File: src/rtl/delay_pc_pkg.sv
package delay_pc_pkg;
  typedef struct packed {
    logic advance;
    logic takeDelayed;
    logic loadBranch;
    logic excEntry;
    logic saveEpc;
    logic epcBack;
  } seqStrobe_t;
endpackage

File: src/rtl/delay_pc_ctrl.sv
module delay_pc_ctrl
  import delay_pc_pkg::*;
#(
  parameter int CODE_W = 5
) (
  input  logic              clk,
  input  logic              rstN,
  input  logic              retire,
  input  logic              branchReq,
  input  logic              excReq,
  input  logic [CODE_W-1:0] excCode,
  output seqStrobe_t        strobe,
  output logic              inDelaySlot,
  output logic              causeBd,
  output logic [CODE_W-1:0] causeCode,
  output logic              statusExl
);
  logic branchPend;

  always_comb begin
    strobe.excEntry    = excReq;
    strobe.saveEpc     = excReq && !statusExl;
    strobe.epcBack     = inDelaySlot;
    strobe.loadBranch  = !excReq && branchReq;
    strobe.advance     = !excReq && retire;
    strobe.takeDelayed = !excReq && retire && (branchPend || branchReq);
  end

  always_ff @(posedge clk) begin
    if (!rstN) begin
      branchPend  <= 1'b0;
      inDelaySlot <= 1'b0;
      causeBd     <= 1'b0;
      causeCode   <= '0;
      statusExl   <= 1'b0;
    end else if (excReq) begin
      branchPend <= 1'b0;
      statusExl  <= 1'b1;
      causeCode  <= excCode;
      if (!statusExl) causeBd <= inDelaySlot;
    end else if (retire) begin
      inDelaySlot <= branchPend || branchReq;
      branchPend  <= 1'b0;
    end else if (branchReq) begin
      branchPend <= 1'b1;
    end
  end


  exl_sticky_chk: assert property (@(posedge clk) disable iff (!rstN)
    statusExl |=> statusExl);

  bd_hold_chk: assert property (@(posedge clk) disable iff (!rstN)
    (excReq && statusExl) |=> $stable(causeBd));

  exl_set_chk: assert property (@(posedge clk) disable iff (!rstN)
    excReq |=> (statusExl && causeCode == $past(excCode)));

  pend_drop_chk: assert property (@(posedge clk) disable iff (!rstN)
    excReq |=> !branchPend);

  slot_clear_chk: assert property (@(posedge clk) disable iff (!rstN)
    (retire && !excReq && !branchReq && !branchPend) |=> !inDelaySlot);
endmodule

File: src/rtl/delay_pc_dp.sv
module delay_pc_dp
  import delay_pc_pkg::*;
#(
  parameter int              ADDR_W      = 64,
  parameter int              OFF_W       = 12,
  parameter int              INSTR_BYTES = 4,
  parameter logic [ADDR_W-1:0] RESET_PC  = 64'hFFFF_FFFF_BFC0_0000,
  parameter logic [ADDR_W-1:0] VEC_BASE  = 64'hFFFF_FFFF_8000_0000
) (
  input  logic              clk,
  input  logic              rstN,
  input  seqStrobe_t        strobe,
  input  logic [ADDR_W-1:0] branchTarget,
  input  logic [OFF_W-1:0]  vecOffset,
  output logic [ADDR_W-1:0] pc,
  output logic [ADDR_W-1:0] nextPc,
  output logic [ADDR_W-1:0] epc
);
  localparam logic [ADDR_W-1:0] STEP = ADDR_W'(INSTR_BYTES);
  localparam int EXT_W = ADDR_W - OFF_W;

  logic [ADDR_W-1:0] delayedTgt;
  logic [ADDR_W-1:0] redirectTgt;
  logic [ADDR_W-1:0] vectorAddr;

  always_comb begin
    redirectTgt = strobe.loadBranch ? branchTarget : delayedTgt;
    vectorAddr  = VEC_BASE + {{EXT_W{vecOffset[OFF_W-1]}}, vecOffset};
  end

  always_ff @(posedge clk) begin
    if (!rstN) begin
      pc         <= RESET_PC;
      nextPc     <= RESET_PC + STEP;
      epc        <= '0;
      delayedTgt <= '0;
    end else begin
      if (strobe.loadBranch) delayedTgt <= branchTarget;
      if (strobe.excEntry) begin
        nextPc <= vectorAddr;
        if (strobe.saveEpc) epc <= strobe.epcBack ? pc - STEP : pc;
      end else if (strobe.advance) begin
        pc     <= nextPc;
        nextPc <= strobe.takeDelayed ? redirectTgt : nextPc + STEP;
      end
    end
  end


  seq_step_chk: assert property (@(posedge clk) disable iff (!rstN)
    (strobe.advance && !strobe.takeDelayed) |=> (nextPc == $past(nextPc) + STEP && pc == $past(nextPc)));

  redirect_chk: assert property (@(posedge clk) disable iff (!rstN)
    (strobe.takeDelayed && !strobe.loadBranch) |=> nextPc == $past(delayedTgt));

  epc_hold_chk: assert property (@(posedge clk) disable iff (!rstN)
    (strobe.excEntry && !strobe.saveEpc) |=> $stable(epc));

  pc_idle_chk: assert property (@(posedge clk) disable iff (!rstN)
    (!strobe.advance && !strobe.excEntry) |=> ($stable(pc) && $stable(nextPc)));

  pc_keep_chk: assert property (@(posedge clk) disable iff (!rstN)
    strobe.excEntry |=> $stable(pc));
endmodule

File: src/rtl/delay_pc_seq.sv
module delay_pc_seq
  import delay_pc_pkg::*;
#(
  parameter int                ADDR_W      = 64,
  parameter int                OFF_W       = 12,
  parameter int                CODE_W      = 5,
  parameter int                INSTR_BYTES = 4,
  parameter logic [ADDR_W-1:0] RESET_PC    = 64'hFFFF_FFFF_BFC0_0000,
  parameter logic [ADDR_W-1:0] VEC_BASE    = 64'hFFFF_FFFF_8000_0000
) (
  input  logic              clk,
  input  logic              rstN,
  input  logic              retire,
  input  logic              branchReq,
  input  logic [ADDR_W-1:0] branchTarget,
  input  logic              excReq,
  input  logic [CODE_W-1:0] excCode,
  input  logic [OFF_W-1:0]  vecOffset,
  output logic [ADDR_W-1:0] pc,
  output logic [ADDR_W-1:0] nextPc,
  output logic              inDelaySlot,
  output logic [ADDR_W-1:0] epc,
  output logic              causeBd,
  output logic [CODE_W-1:0] causeCode,
  output logic              statusExl
);
  seqStrobe_t strobe;

  delay_pc_ctrl #(.CODE_W(CODE_W)) u_ctrl (
    .clk(clk), .rstN(rstN), .retire(retire), .branchReq(branchReq),
    .excReq(excReq), .excCode(excCode), .strobe(strobe),
    .inDelaySlot(inDelaySlot), .causeBd(causeBd), .causeCode(causeCode),
    .statusExl(statusExl)
  );

  delay_pc_dp #(
    .ADDR_W(ADDR_W), .OFF_W(OFF_W), .INSTR_BYTES(INSTR_BYTES),
    .RESET_PC(RESET_PC), .VEC_BASE(VEC_BASE)
  ) u_dp (
    .clk(clk), .rstN(rstN), .strobe(strobe), .branchTarget(branchTarget),
    .vecOffset(vecOffset), .pc(pc), .nextPc(nextPc), .epc(epc)
  );
endmodule

File: config.mk
export PLATFORM = sky130hd
export DESIGN_NAME = delay_pc_seq
export DESIGN_NICKNAME = d
export VERILOG_FILES = /design/src/rtl/delay_pc_pkg.sv /design/src/rtl/delay_pc_ctrl.sv /design/src/rtl/delay_pc_dp.sv /design/src/rtl/delay_pc_seq.sv
export SDC_FILE = /design/constraint.sdc
export NUM_CORES = 1
export LEC_CHECK = 0
export ABC_AREA = 1
export ABC_CLOCK_PERIOD_IN_PS = 3500
export CAP_MARGIN = 20
export CORE_MARGIN = 4
export CORE_UTILIZATION = 31
export CTS_CLUSTER_DIAMETER = 40
export DETAILED_ROUTE_END_ITERATION = 10
export SYNTH_ARGS = -nofsm -noshare
export SYNTH_HDL_FRONTEND = slang
export SYNTH_HIERARCHICAL = 1
export SYNTH_SLANG_ARGS = --single-unit
File: constraint.sdc
create_clock -name clk -period 3.5 [get_ports clk]
set_clock_uncertainty 0.2 [all_clocks]
set_input_delay 0.875 -clock clk [delete_from_list [all_inputs] [get_ports clk]]
set_output_delay 0.875 -clock clk [all_outputs]
set_load 0.02 [all_outputs]
Yosys cells after proc, flatten, opt, wreduce, memory -nomap -nowiden:

Index checks and enable logic that the tools add are counted.
W data, S select, Z words.

* bits in latches: 0
* RAM bits: 0
* bits of input ports: 86
* word-level logic and storage cells: 33
* bits in read-only memories: 0
* output and inout port bits: 200
* memories kept: 0
* register bits: 265

* muxes and demuxes: 5
* reductions and logical operators: 13
* multipliers: 0
* divide/modulo/power cells: 0
* bitwise logic cells: 3
* $add $sub $neg: 3
* shift operators: 0
* equal/unequal tests: 0
* magnitude comparators: 0

Operators with widths (number)
* $mux W64: 5
* $add A64 B3 Y64 const B: 1
* $sub A64 B3 Y64 const B: 1
* $add A32 B12 Y33 const A: 1
* $reduce_and A2 Y1: 4
* $logic_and A1 B1 Y1: 4
* $not A1 Y1: 3
* $reduce_or A3 Y1: 1
* $logic_not A1 Y1: 2
* $reduce_bool A2 Y1: 1
* $logic_or A1 B1 Y1: 1

Logic depth before layout (Yosys ltp):

Gate-level depths: netlist of run 1.

* depth in word-level cells: 6
* gate-level depth with buffers: 14

Hierarchy:

The synthesis of run 1 kept the hierarchy.

By module, submodules not included
* delay_pc_dp: area an instance 13701.9 µm², cells each 2082, times used 1
* delay_pc_ctrl: area an instance 410.4 µm², cells each 50, times used 1

Worst setup path after synthesis of run 1:

OpenSTA, ideal clock, no wires.

* path kind: input to register
* start point: input excReq
* end point: register u_dp.nextPc[0]
* path slack: 1.001 ns
* stages on the path: 9
* arrival: 2.171 ns
* path through: buf_6 > nor2_1 > buf_2 > buf_2 > buf_2 > mux2i_1 > nor2_1 > a211oi_1 > nor2_1

RTL lines
* from (decl): line delay_pc_seq.sv:16 `input logic excReq,`
* to (signal assigned): line delay_pc_dp.sv:34 `nextPc <= RESET_PC + STEP;`
* to (signal assigned): line delay_pc_dp.sv:40 `nextPc <= vectorAddr;`
* to (signal assigned): line delay_pc_dp.sv:44 `nextPc <= strobe.takeDelayed ? redirectTgt : nextPc + STEP;`
* to (decl): line delay_pc_dp.sv:16 `output logic [ADDR_W-1:0] nextPc,`

Worst setup path after layout of run 1:

* start point: register u_dp.nextPc[36]
* end point: output nextPc[36]

RTL lines
* to (decl): line delay_pc_seq.sv:20 `output logic [ADDR_W-1:0] nextPc,`

No word-level cell between the ends.

==> results of run 1 <==
==> path summary, 6_finish.rpt <==
kind / depth (start not counted) / end / from
worst max-delay path: 1 / nextPc[36] / u_dp/nextPc[36]$_SDFFE_PN1P_
worst max register to register: 10 / u_dp/nextPc[56]$_SDFFE_PN1P_ / u_dp/nextPc[3]$_SDFFE_PN0P_
worst min-delay path: 2 / u_dp/epc[0]$_SDFFE_PN0P_ / u_dp/epc[0]$_SDFFE_PN0P_
worst min register to register: 2 / u_dp/epc[0]$_SDFFE_PN0P_ / u_dp/epc[0]$_SDFFE_PN0P_
==> layer usage <==
metal	GRT usage	up-vias	part of all wire
li1	-	7444	-
met1	0.311	6973	0.46
met2	0.353	528	0.45
met3	0.0374	93	0.065
met4	0.0771	0	0.032
met5	0	-	0
==> cell type report <==
cell class / instances / area [sq um] / area share
inverters: 173 / 661 / 0.0343
flip-flops and latches: 265 / 5310 / 0.275
clock inverters: 31 / 369 / 0.0191
repair buffers: 316 / 3210 / 0.166
well taps: 592 / 741 / 0.0384
clock buffers: 53 / 1230 / 0.0637
multi-input cells: 1603 / 7770 / 0.403
==> logic make-up (layout without fill, tap and decap cells) <==
| family | count (synthesis) | in the layout |
|---|---|---|
| AND/OR/NAND/NOR | 1182 | 1182 |
| adder cells (fa/ha/maj) | 2 | 2 |
| flip-flops | 265 | 265 |
| buffers and inverters | 264 | 573 |
| multiplexers | 60 | 60 |
| AO/OA/AOI/OAI | 316 | 316 |
| XOR/XNOR | 43 | 43 |
==> sequential cells by signal, summed over array words and instances, names as in the netlist <==
signal and count:
u_dp/pc 64, u_dp/nextPc 64, u_ctrl/causeCode 5, u_dp/delayedTgt 64
u_ctrl/statusExl 1, u_ctrl/branchPend 1, u_ctrl/causeBd 1, u_ctrl/inDelaySlot 1
u_dp/epc 64
==> cells in the mapped netlist (4+ instances only) <==
master / n / area share
nand2_1: 612 / 0.16
a21oi_1: 96 / 0.034
xor2_1: 28 / 0.017
dfxtp_1: 265 / 0.38
o21a_1: 4 / 0.0021
inv_1: 164 / 0.044
o221ai_1: 6 / 0.0037
nor3_1: 8 / 0.0028
o21ai_1: 23 / 0.0082
inv_2: 6 / 0.0016
a21oi_2: 4 / 0.0025
clkbuf_1: 56 / 0.015
nor2_1: 397 / 0.11
o211ai_1: 50 / 0.027
xnor2_1: 15 / 0.0093
buf_2: 24 / 0.0085
nor2_2: 14 / 0.0062
nor2_8: 5 / 0.0071
and2_1: 4 / 0.0018
buf_4: 4 / 0.0021
o21ai_0: 117 / 0.041
nor2_4: 11 / 0.0088
nand4_1: 30 / 0.013
nand3_1: 79 / 0.028
mux2_2: 4 / 0.0032
buf_1: 6 / 0.0016
nand3_4: 5 / 0.0062
mux2i_1: 56 / 0.040
a31oi_1: 7 / 0.0031
nand2_2: 9 / 0.0040
a211oi_1: 4 / 0.0021
==> stage by stage <==
stage / cells / utilization / total power (uW)
3_3_place_gp: 2949 / 0.397 / 4750
3_5_place_dp: 2949 / 0.397 / 4760
2_1_floorplan: 2132 / - / 4120
5_1_grt: 3033 / 0.432 / 9690
4_1_cts: 3033 / 0.432 / 9410
6_report: 3033 / 0.432 / 9320
==> report_power, final <==
| group | switching, uW | internal [uW] | total (uW) |
|---|---|---|---|
| clock network | 1680 | 2930 | 4610 |
| registers | 186 | 3180 | 3370 |
| logic | 789 | 549 | 1340 |
==> impl_metrics.json, run 1 <==
{
  "crit_fanout": 7,
  "dp_slack_ps": 318,
  "yosysUniqueCellTypes": 45,
  "layout-drive-gt1-share": 0.0741,
  "post_cts_resized": 0,
  "postSynthNetCount": 2220,
  "synthArstFlopShare": 0,
  "hold_slack_ps": 291,
  "rrSetupSlack_ps": 970,
  "netlist_instances": 2132,
  "port_buffers": 285,
  "synth_xor_area_frac": 0.0267,
  "grt_pass1_wl_um": 86200,
  "postSynthRegisterBits": 265,
  "ir_drop_mv": 0.323,
  "seq_area_frac_synth": 0.376,
  "hold_class": "reg -> reg",
  "finalNetCount": 2493,
  "synth.area.mux_share": 0.0429,
  "powerDensity_nw_per_um2": 483,
  "clockBufferDepth": 3,
  "status": "complete, no violations",
  "cp-end-kind": "output port",
  "area_delta_synth_final_pct": 36.7,
  "yosys_warnings": 6,
  "clock_latency_ps": 580,
  "grtUsageTotal": 0.224,
  "path_clk_slew_ps": 60,
  "drc": 0,
  "syn_area_sq_um": 14100,
  "critPathRequiredTime_ps": 2420,
  "cts_tree": "built",
  "n_fill_cell": 4602,
  "cp.arrival_ps": 1890,
  "htree_levels": 2,
  "tightest_slew_ps": 665,
  "critical_path.slowest_cell": "clkdlybuf4s50_1",
  "cts-buffers-inserted": 46,
  "ctsHoldBuffers": 0,
  "clock-sinks": 265,
  "synth_edf_count": 0,
  "initial_utilization": 0.316,
  "period_needed_ps": 2960,
  "core-area_sq_um": 44600,
  "vias": 15038,
  "mostFrequentLayoutCell": "nand2_1",
  "routabilityCongestion": 0.906,
  "start_kind": "flip-flop",
  "fin_setup_tns_ps": 0,
  "crit_chain": "clkdlybuf4s50_1",
  "synth_top_family_by_area": "simple AND/OR/NAND/NOR gates",
  "slew_violations": 0,
  "synthAdderAreaFrac": 0.00177,
  "most-common-layout-cells": "nand2_1 (612), nor2_1 (394), clkdlybuf4s50_1 (284), dfxtp_1 (265), inv_1 (163)",
  "gr-total-overflow": 0,
  "die_h_um": 221,
  "slew_headroom": 0.557,
  "p_leak_uw": 0.00856,
  "dpl_cell_area_sq_um": 17700,
  "wl_per_cell_um": 18.9,
  "die_x_um": 221,
  "fmax_mhz": 337,
  "grt_antenna_before_repair": 0,
  "dieArea_sq_um": 49000,
  "dr.pass1.iters": 6,
  "synth_top_flop_cell": "dfxtp_1",
  "root_buffer": "clkbuf_16",
  "viasPerCell": 4.96,
  "grt_max_degree": 149,
  "synth_compound_area_frac": 0.127,
  "finalCritPeriodShare": 0.847,
  "finalSetupViolations": 0,
  "criticalPathCategory": "reg -> out",
  "cpPeakStageDelay_ps": 700,
  "drtAntennaViolNets": 0,
  "ios": 286,
  "hold_violations": 0,
  "num_rows": 77,
  "yosys.area_share.simple": 0.351,
  "post_synth.cell_area_avg_sq_um": 6.62,
  "worst_slack_ps": 537,
  "rsz0062_at_grt": "false",
  "maxCapViolations": 0,
  "fin_area_sq_um": 19300,
  "insertedDiodeCount": 0,
  "cpLargestDelayFamily": "buffers and inverters",
  "routed_wl_um": 57300,
  "crit_buf_inv": 1,
  "hpwl_um": 44500,
  "cts_setup_buffers": 0,
  "grt_pass1_vias": 14306,
  "drt_iter0_drc": 1285
}
No activity file was read; power rests on OpenSTA's default activity.
==> inputs of run 2 (changes only) <==
Settings changed: ABC_CLOCK_PERIOD_IN_PS 3500 to 2800.
Clock period 3.5 ns to 2.8 ns, I/O delays scaled along.
==> impl_metrics.json, run 2 (same netlist as run 1, synthesis figures left out) <==
{
  "rsz0062_at_grt": "false",
  "r2r-end": "u_dp/nextPc[60]$_SDFFE_PN1P_",
  "crit_buf_inv": 1,
  "grt_antenna_before_repair": 0,
  "root_buffer": "clkbuf_16",
  "criticalPathCategory": "reg -> out",
  "most-common-layout-cells": "nand2_1 (612), nor2_1 (394), clkdlybuf4s50_1 (284), dfxtp_1 (262), inv_1 (163)",
  "tightest_slew_ps": 632,
  "critPathRequiredTime_ps": 1900,
  "holdPathEnd": "u_dp/delayedTgt[0]$_SDFF_PN0_",
  "use_met2": 0.368,
  "clock_latency_ps": 570,
  "grtUsageTotal": 0.229,
  "cts_setup_buffers": 0,
  "start_kind": "flip-flop",
  "drc": 0,
  "critical_path.slowest_cell": "clkdlybuf4s50_1",
  "stdcell_count": 3093,
  "maxCapViolations": 0,
  "initial_utilization": 0.316,
  "htree_levels": 2,
  "crit_chain": "clkdlybuf4s50_1",
  "seq_area_sq_um": 5310,
  "ctsHoldBuffers": 0,
  "ir_drop_mv": 0.403,
  "vias": 15189,
  "p_leak_uw": 0.00892,
  "clock-sinks": 265,
  "multi_input_area_sq_um": 7770,
  "num_rows": 77,
  "die_h_um": 221,
  "dp_cells": 3012,
  "die_x_um": 221,
  "drt_iter0_drc": 1202,
  "dr.pass1.iters": 6,
  "core-area_sq_um": 44600,
  "post_cts_resized": 2,
  "cpLargestDelayFamily": "buffers and inverters",
  "hpwl_um": 46200,
  "gr-max-usage-layer": "met2",
  "finalCritPeriodShare": 0.973,
  "dieArea_sq_um": 49000,
  "crit_fanout": 6,
  "ff2ff_path_depth": 12,
  "hold_class": "reg -> reg",
  "mostFrequentLayoutCell": "nand2_1",
  "cts_tree": "built",
  "hold_depth": 2,
  "cpPeakStageDelay_ps": 690,
  "insertedDiodeCount": 0,
  "r2r-start": "u_dp/nextPc[2]$_SDFFE_PN1P_",
  "cp.arrival_ps": 1820,
  "grt_pass1_wl_um": 89000,
  "finalNetCount": 2556,
  "hold_violations": 0,
  "fmax_mhz": 367,
  "period_needed_ps": 2720,
  "n_fill_cell": 4527,
  "slew_headroom": 0.579,
  "grt_use_met1": 0.308,
  "wl_per_cell_um": 18.9,
  "grt_max_degree": 149,
  "path_clk_slew_ps": 50,
  "use_met3": 0.0443,
  "port_buffers": 285,
  "clockBufferDepth": 3,
  "status": "complete, no violations",
  "powerDensity_nw_per_um2": 605,
  "grt_pass1_vias": 15059,
  "routabilityCongestion": 0.948,
  "fin_setup_tns_ps": 0,
  "gr-total-overflow": 0,
  "slew_violations": 0,
  "area_delta_synth_final_pct": 40.7,
  "layout-drive-gt1-share": 0.0976,
  "min_from": "u_dp/delayedTgt[0]$_SDFF_PN0_",
  "cp-end-kind": "output port",
  "drtAntennaViolNets": 0,
  "ios": 286,
  "rrSetupSlack_ps": 400,
  "cts-buffers-inserted": 46,
  "routed_wl_um": 58400,
  "viasPerCell": 4.91,
  "finalSetupViolations": 0
}
## run 2: stage by stage
step                 util  worst slack [ps]  power, uW  hold slack, ps  instance area [sq um]
global route        0.445              11.4      12500             316                  19900
detailed placement  0.408             -77.1       6020             276                  18200
global placement    0.408             -68.0       6000             264                  18200
floorplan               -               476       5140             250                  14100
CTS                 0.445              4.33      12100             289                  19900
finish              0.445              76.2      12000             284                  19900
## run 2: area by class of cell
type / count / area share
flip-flops and latches: 265 / 0.267
multi-input cells: 1603 / 0.391
repair buffers: 379 / 0.187
clock buffers: 52 / 0.0606
inverters: 173 / 0.0333
clock inverters: 29 / 0.0227
well taps: 592 / 0.0373
## run 2: routing by layer
layer,wire [um],vias to the layer above
met5,0,-
met4,2030,0
met3,3610,102
met2,26000,509
met1,26800,7014
li1,-,7564
## run 2: power by group
part / internal (uW) / total [uW] / switching, uW
clock network: 4020 / 6050 / 2030
registers: 3980 / 4210 / 226
logic: 741 / 1750 / 1010
total: 8740 / 12000 / 3260
## run 2: worst max-delay path by stage
stage | depth (start not counted) | slack [ps] | from | endpoint
floorplan | 9 | 480 | excReq | u_dp/nextPc[0]$_SDFFE_PN0P_
global placement | 11 | -70 | excReq | u_dp/nextPc[62]$_SDFFE_PN1P_
detailed placement | 11 | -80 | excReq | u_dp/nextPc[0]$_SDFFE_PN0P_
CTS | 1 | 4 | u_dp/nextPc[22]$_SDFFE_PN1P_ | nextPc[22]
global route | 1 | 10 | u_dp/nextPc[23]$_SDFFE_PN1P_ | nextPc[23]
finish | 1 | 80 | u_dp/nextPc[29]$_SDFFE_PN1P_ | nextPc[29]
## run 2: worst min-delay path: stages, from the launching register on
cell and delay, ps:
dfxtp_1 300, mux2i_1 70, nor2_1 80
==> inputs of run 3 (changes only) <==
Settings changed: ABC_AREA 1 to not set, CAP_MARGIN 20 to not set, REMOVE_ABC_BUFFERS set to 1.
==> impl_metrics.json, run 3 <==
{
  "crit_buf_inv": 1,
  "slew_violations": 0,
  "post_synth.cell_area_avg_sq_um": 8.20,
  "synth_top_flop_cell": "dfxtp_1",
  "synth_edf_count": 0,
  "port_buffers": 285,
  "grt_use_met1": 0.283,
  "drt_iter0_drc": 828,
  "drtAntennaViolNets": 0,
  "mostFrequentLayoutCell": "clkdlybuf4s50_1",
  "area_delta_synth_final_pct": 51.3,
  "seq_area_frac_synth": 0.437,
  "postSynthRegisterBits": 265,
  "critPathRequiredTime_ps": 1900,
  "rrSetupSlack_ps": 80,
  "yosysTopAreaCell": "dfxtp_1",
  "tightest_slew_ps": 837,
  "path_clk_slew_ps": 50,
  "grt_max_degree": 75,
  "grt_pass1_wl_um": 69900,
  "cts-buffers-inserted": 44,
  "layout-drive-gt1-share": 0.158,
  "hold_class": "reg -> reg",
  "syn_area_sq_um": 12100,
  "finalSetupViolations": 0,
  "initial_utilization": 0.314,
  "grt_antenna_before_repair": 2,
  "hpwl_um": 35400,
  "power_frac_comb": 0.136,
  "crit_fanout": 6,
  "critical_path.slowest_cell": "clkdlybuf4s50_1",
  "routed_wl_um": 46600,
  "p_clk_frac": 0.502,
  "p_seq_frac": 0.362,
  "finalCritPeriodShare": 0.973,
  "routabilityCongestion": 0.904,
  "period_needed_ps": 2720,
  "dpl_cell_area_sq_um": 16800,
  "drc": 0,
  "gr-total-overflow": 0,
  "rsz0062_at_grt": "false",
  "switching_share": 0.259,
  "clockBufferDepth": 3,
  "yosysUniqueCellTypes": 66,
  "fin_area_sq_um": 18400,
  "most-common-layout-cells": "clkdlybuf4s50_1 (283), dfxtp_1 (265), nor2_1 (194), buf_4 (191), nand2_1 (182)",
  "crit_chain": "clkdlybuf4s50_1",
  "wl_per_cell_um": 19.0,
  "htree_levels": 2,
  "netlist_instances": 1480,
  "slew_headroom": 0.442,
  "dieArea_sq_um": 42400,
  "cp-end-kind": "output port",
  "clock_latency_ps": 570,
  "yosysMostFrequentCell": "dfxtp_1",
  "core-area_sq_um": 38600,
  "synth_top_area_frac": 0.437,
  "clock-sinks": 265,
  "start_kind": "flip-flop",
  "cts_tree": "built",
  "root_buffer": "clkbuf_16",
  "fin_setup_tns_ps": 0,
  "ctsHoldBuffers": 0,
  "cpLargestDelayFamily": "buffers and inverters",
  "maxCapViolations": 0,
  "cpPeakStageDelay_ps": 700,
  "hold_violations": 0,
  "synthArstFlopShare": 0,
  "grtUsageTotal": 0.211,
  "status": "complete, no violations",
  "fmax_mhz": 367,
  "p_sw_uw": 2910,
  "use_met2": 0.337,
  "vias": 12397,
  "synth.top_cells.by_count": "dfxtp_1 (265), nor2_1 (194), nand2_1 (182)",
  "ios": 286,
  "dr.pass1.iters": 5,
  "design_power_total_uw": 11200,
  "gr-max-usage-layer": "met2",
  "post-route-util": 0.475,
  "intPower_uw": 8340,
  "die_h_um": 206,
  "powerDensity_nw_per_um2": 612,
  "use_met3": 0.0378,
  "insertedDiodeCount": 0,
  "cp.arrival_ps": 1820,
  "viasPerCell": 5.04,
  "synth_top_cells_by_area": "dfxtp_1 (44%), nor2_1 (6.0%), mux2i_1 (5.9%)",
  "die_x_um": 206,
  "ir_drop_mv": 0.393,
  "finalNetCount": 1993,
  "grt_pass1_vias": 11751,
  "yosys_warnings": 6,
  "criticalPathCategory": "reg -> out",
  "p_leak_uw": 0.00722,
  "num_rows": 72
}
[run 3: cell count changes in the layout (fill, tap and decap cells not counted), moves of 30 or more]
cell      previous run  this run
nand2_1            612       182
nor2_1             394       194
inv_1              163        19
buf_4               82       191
o21ai_0            117        79
o211ai_1            50        15
a21oi_1             96       128
xnor2_1             15        45
[run 3: repair_timing]
item,4_1_cts,5_1_grt
buffers inserted,0,0
resized for setup,1,4
endpoints found under the setup margin,2,3
[run 3: final cells by class]
| class | count | area (sq um) |
|---|---|---|
| Tap cell | 518 | 648 |
| Clock buffer | 56 | 1230 |
| Clock inverter | 25 | 317 |
| Inverter | 20 | 77.6 |
| Timing Repair Buffer | 482 | 4410 |
| Multi-Input combinational cell | 1092 | 6380 |
| Fill cell | 3699 | 20300 |
| Sequential cell | 265 | 5310 |
[run 3: routing by layer]
metal | vias up | part of all wire | wire length (um)
li1 | 6093 | - | -
met1 | 5835 | 0.44 | 20600
met2 | 375 | 0.46 | 21600
met3 | 92 | 0.059 | 2730
met4 | 2 | 0.036 | 1680
met5 | - | 0.00017 | 8
[run 3: path summary, 6_finish.rpt]
kind | end | cells after the start | startpoint
setup / recovery | nextPc[49] | 1 | u_dp/nextPc[49]$_SDFFE_PN1P_
hold / removal | u_dp/epc[3]$_SDFFE_PN0P_ | 2 | u_dp/epc[3]$_SDFFE_PN0P_
setup reg to reg | u_dp/nextPc[55]$_SDFFE_PN1P_ | 6 | u_dp/nextPc[15]$_SDFFE_PN0P_
hold reg to reg | u_dp/epc[3]$_SDFFE_PN0P_ | 2 | u_dp/epc[3]$_SDFFE_PN0P_
[run 3: power by group through the flow]
stage	Combinational [uW]	Sequential [uW]	Clock (uW)
floorplan	506	4320	0
global placement	1510	4140	0
detailed placement	1520	4140	0
CTS	1530	4070	5770
global route	1640	4090	5950
finish	1530	4070	5650
[run 3: metrics by stage]
stage               hold slack, ps  std cells  setup slack (ps)
floorplan                      249       1377             -2830
global placement               244       2377              -178
detailed placement             251       2377              -201
CTS                            258       2458              16.5
global route                   279       2458              11.3
finish                         250       2458              76.3
[run 3: cells by family (layout without fill, tap and decap cells)]
logic type | Yosys count | count (layout) | share of synthesized area
AOI/OAI and AO/OA | 308 | 308 | 0.153
buffers and inverters | 123 | 583 | 0.0417
xor gates and xnor gates | 84 | 84 | 0.0606
and+or+nand+nor | 623 | 623 | 0.243
DFF | 265 | 265 | 0.437
adders and majority gates | 2 | 2 | 0.00206
muxes | 75 | 75 | 0.0621
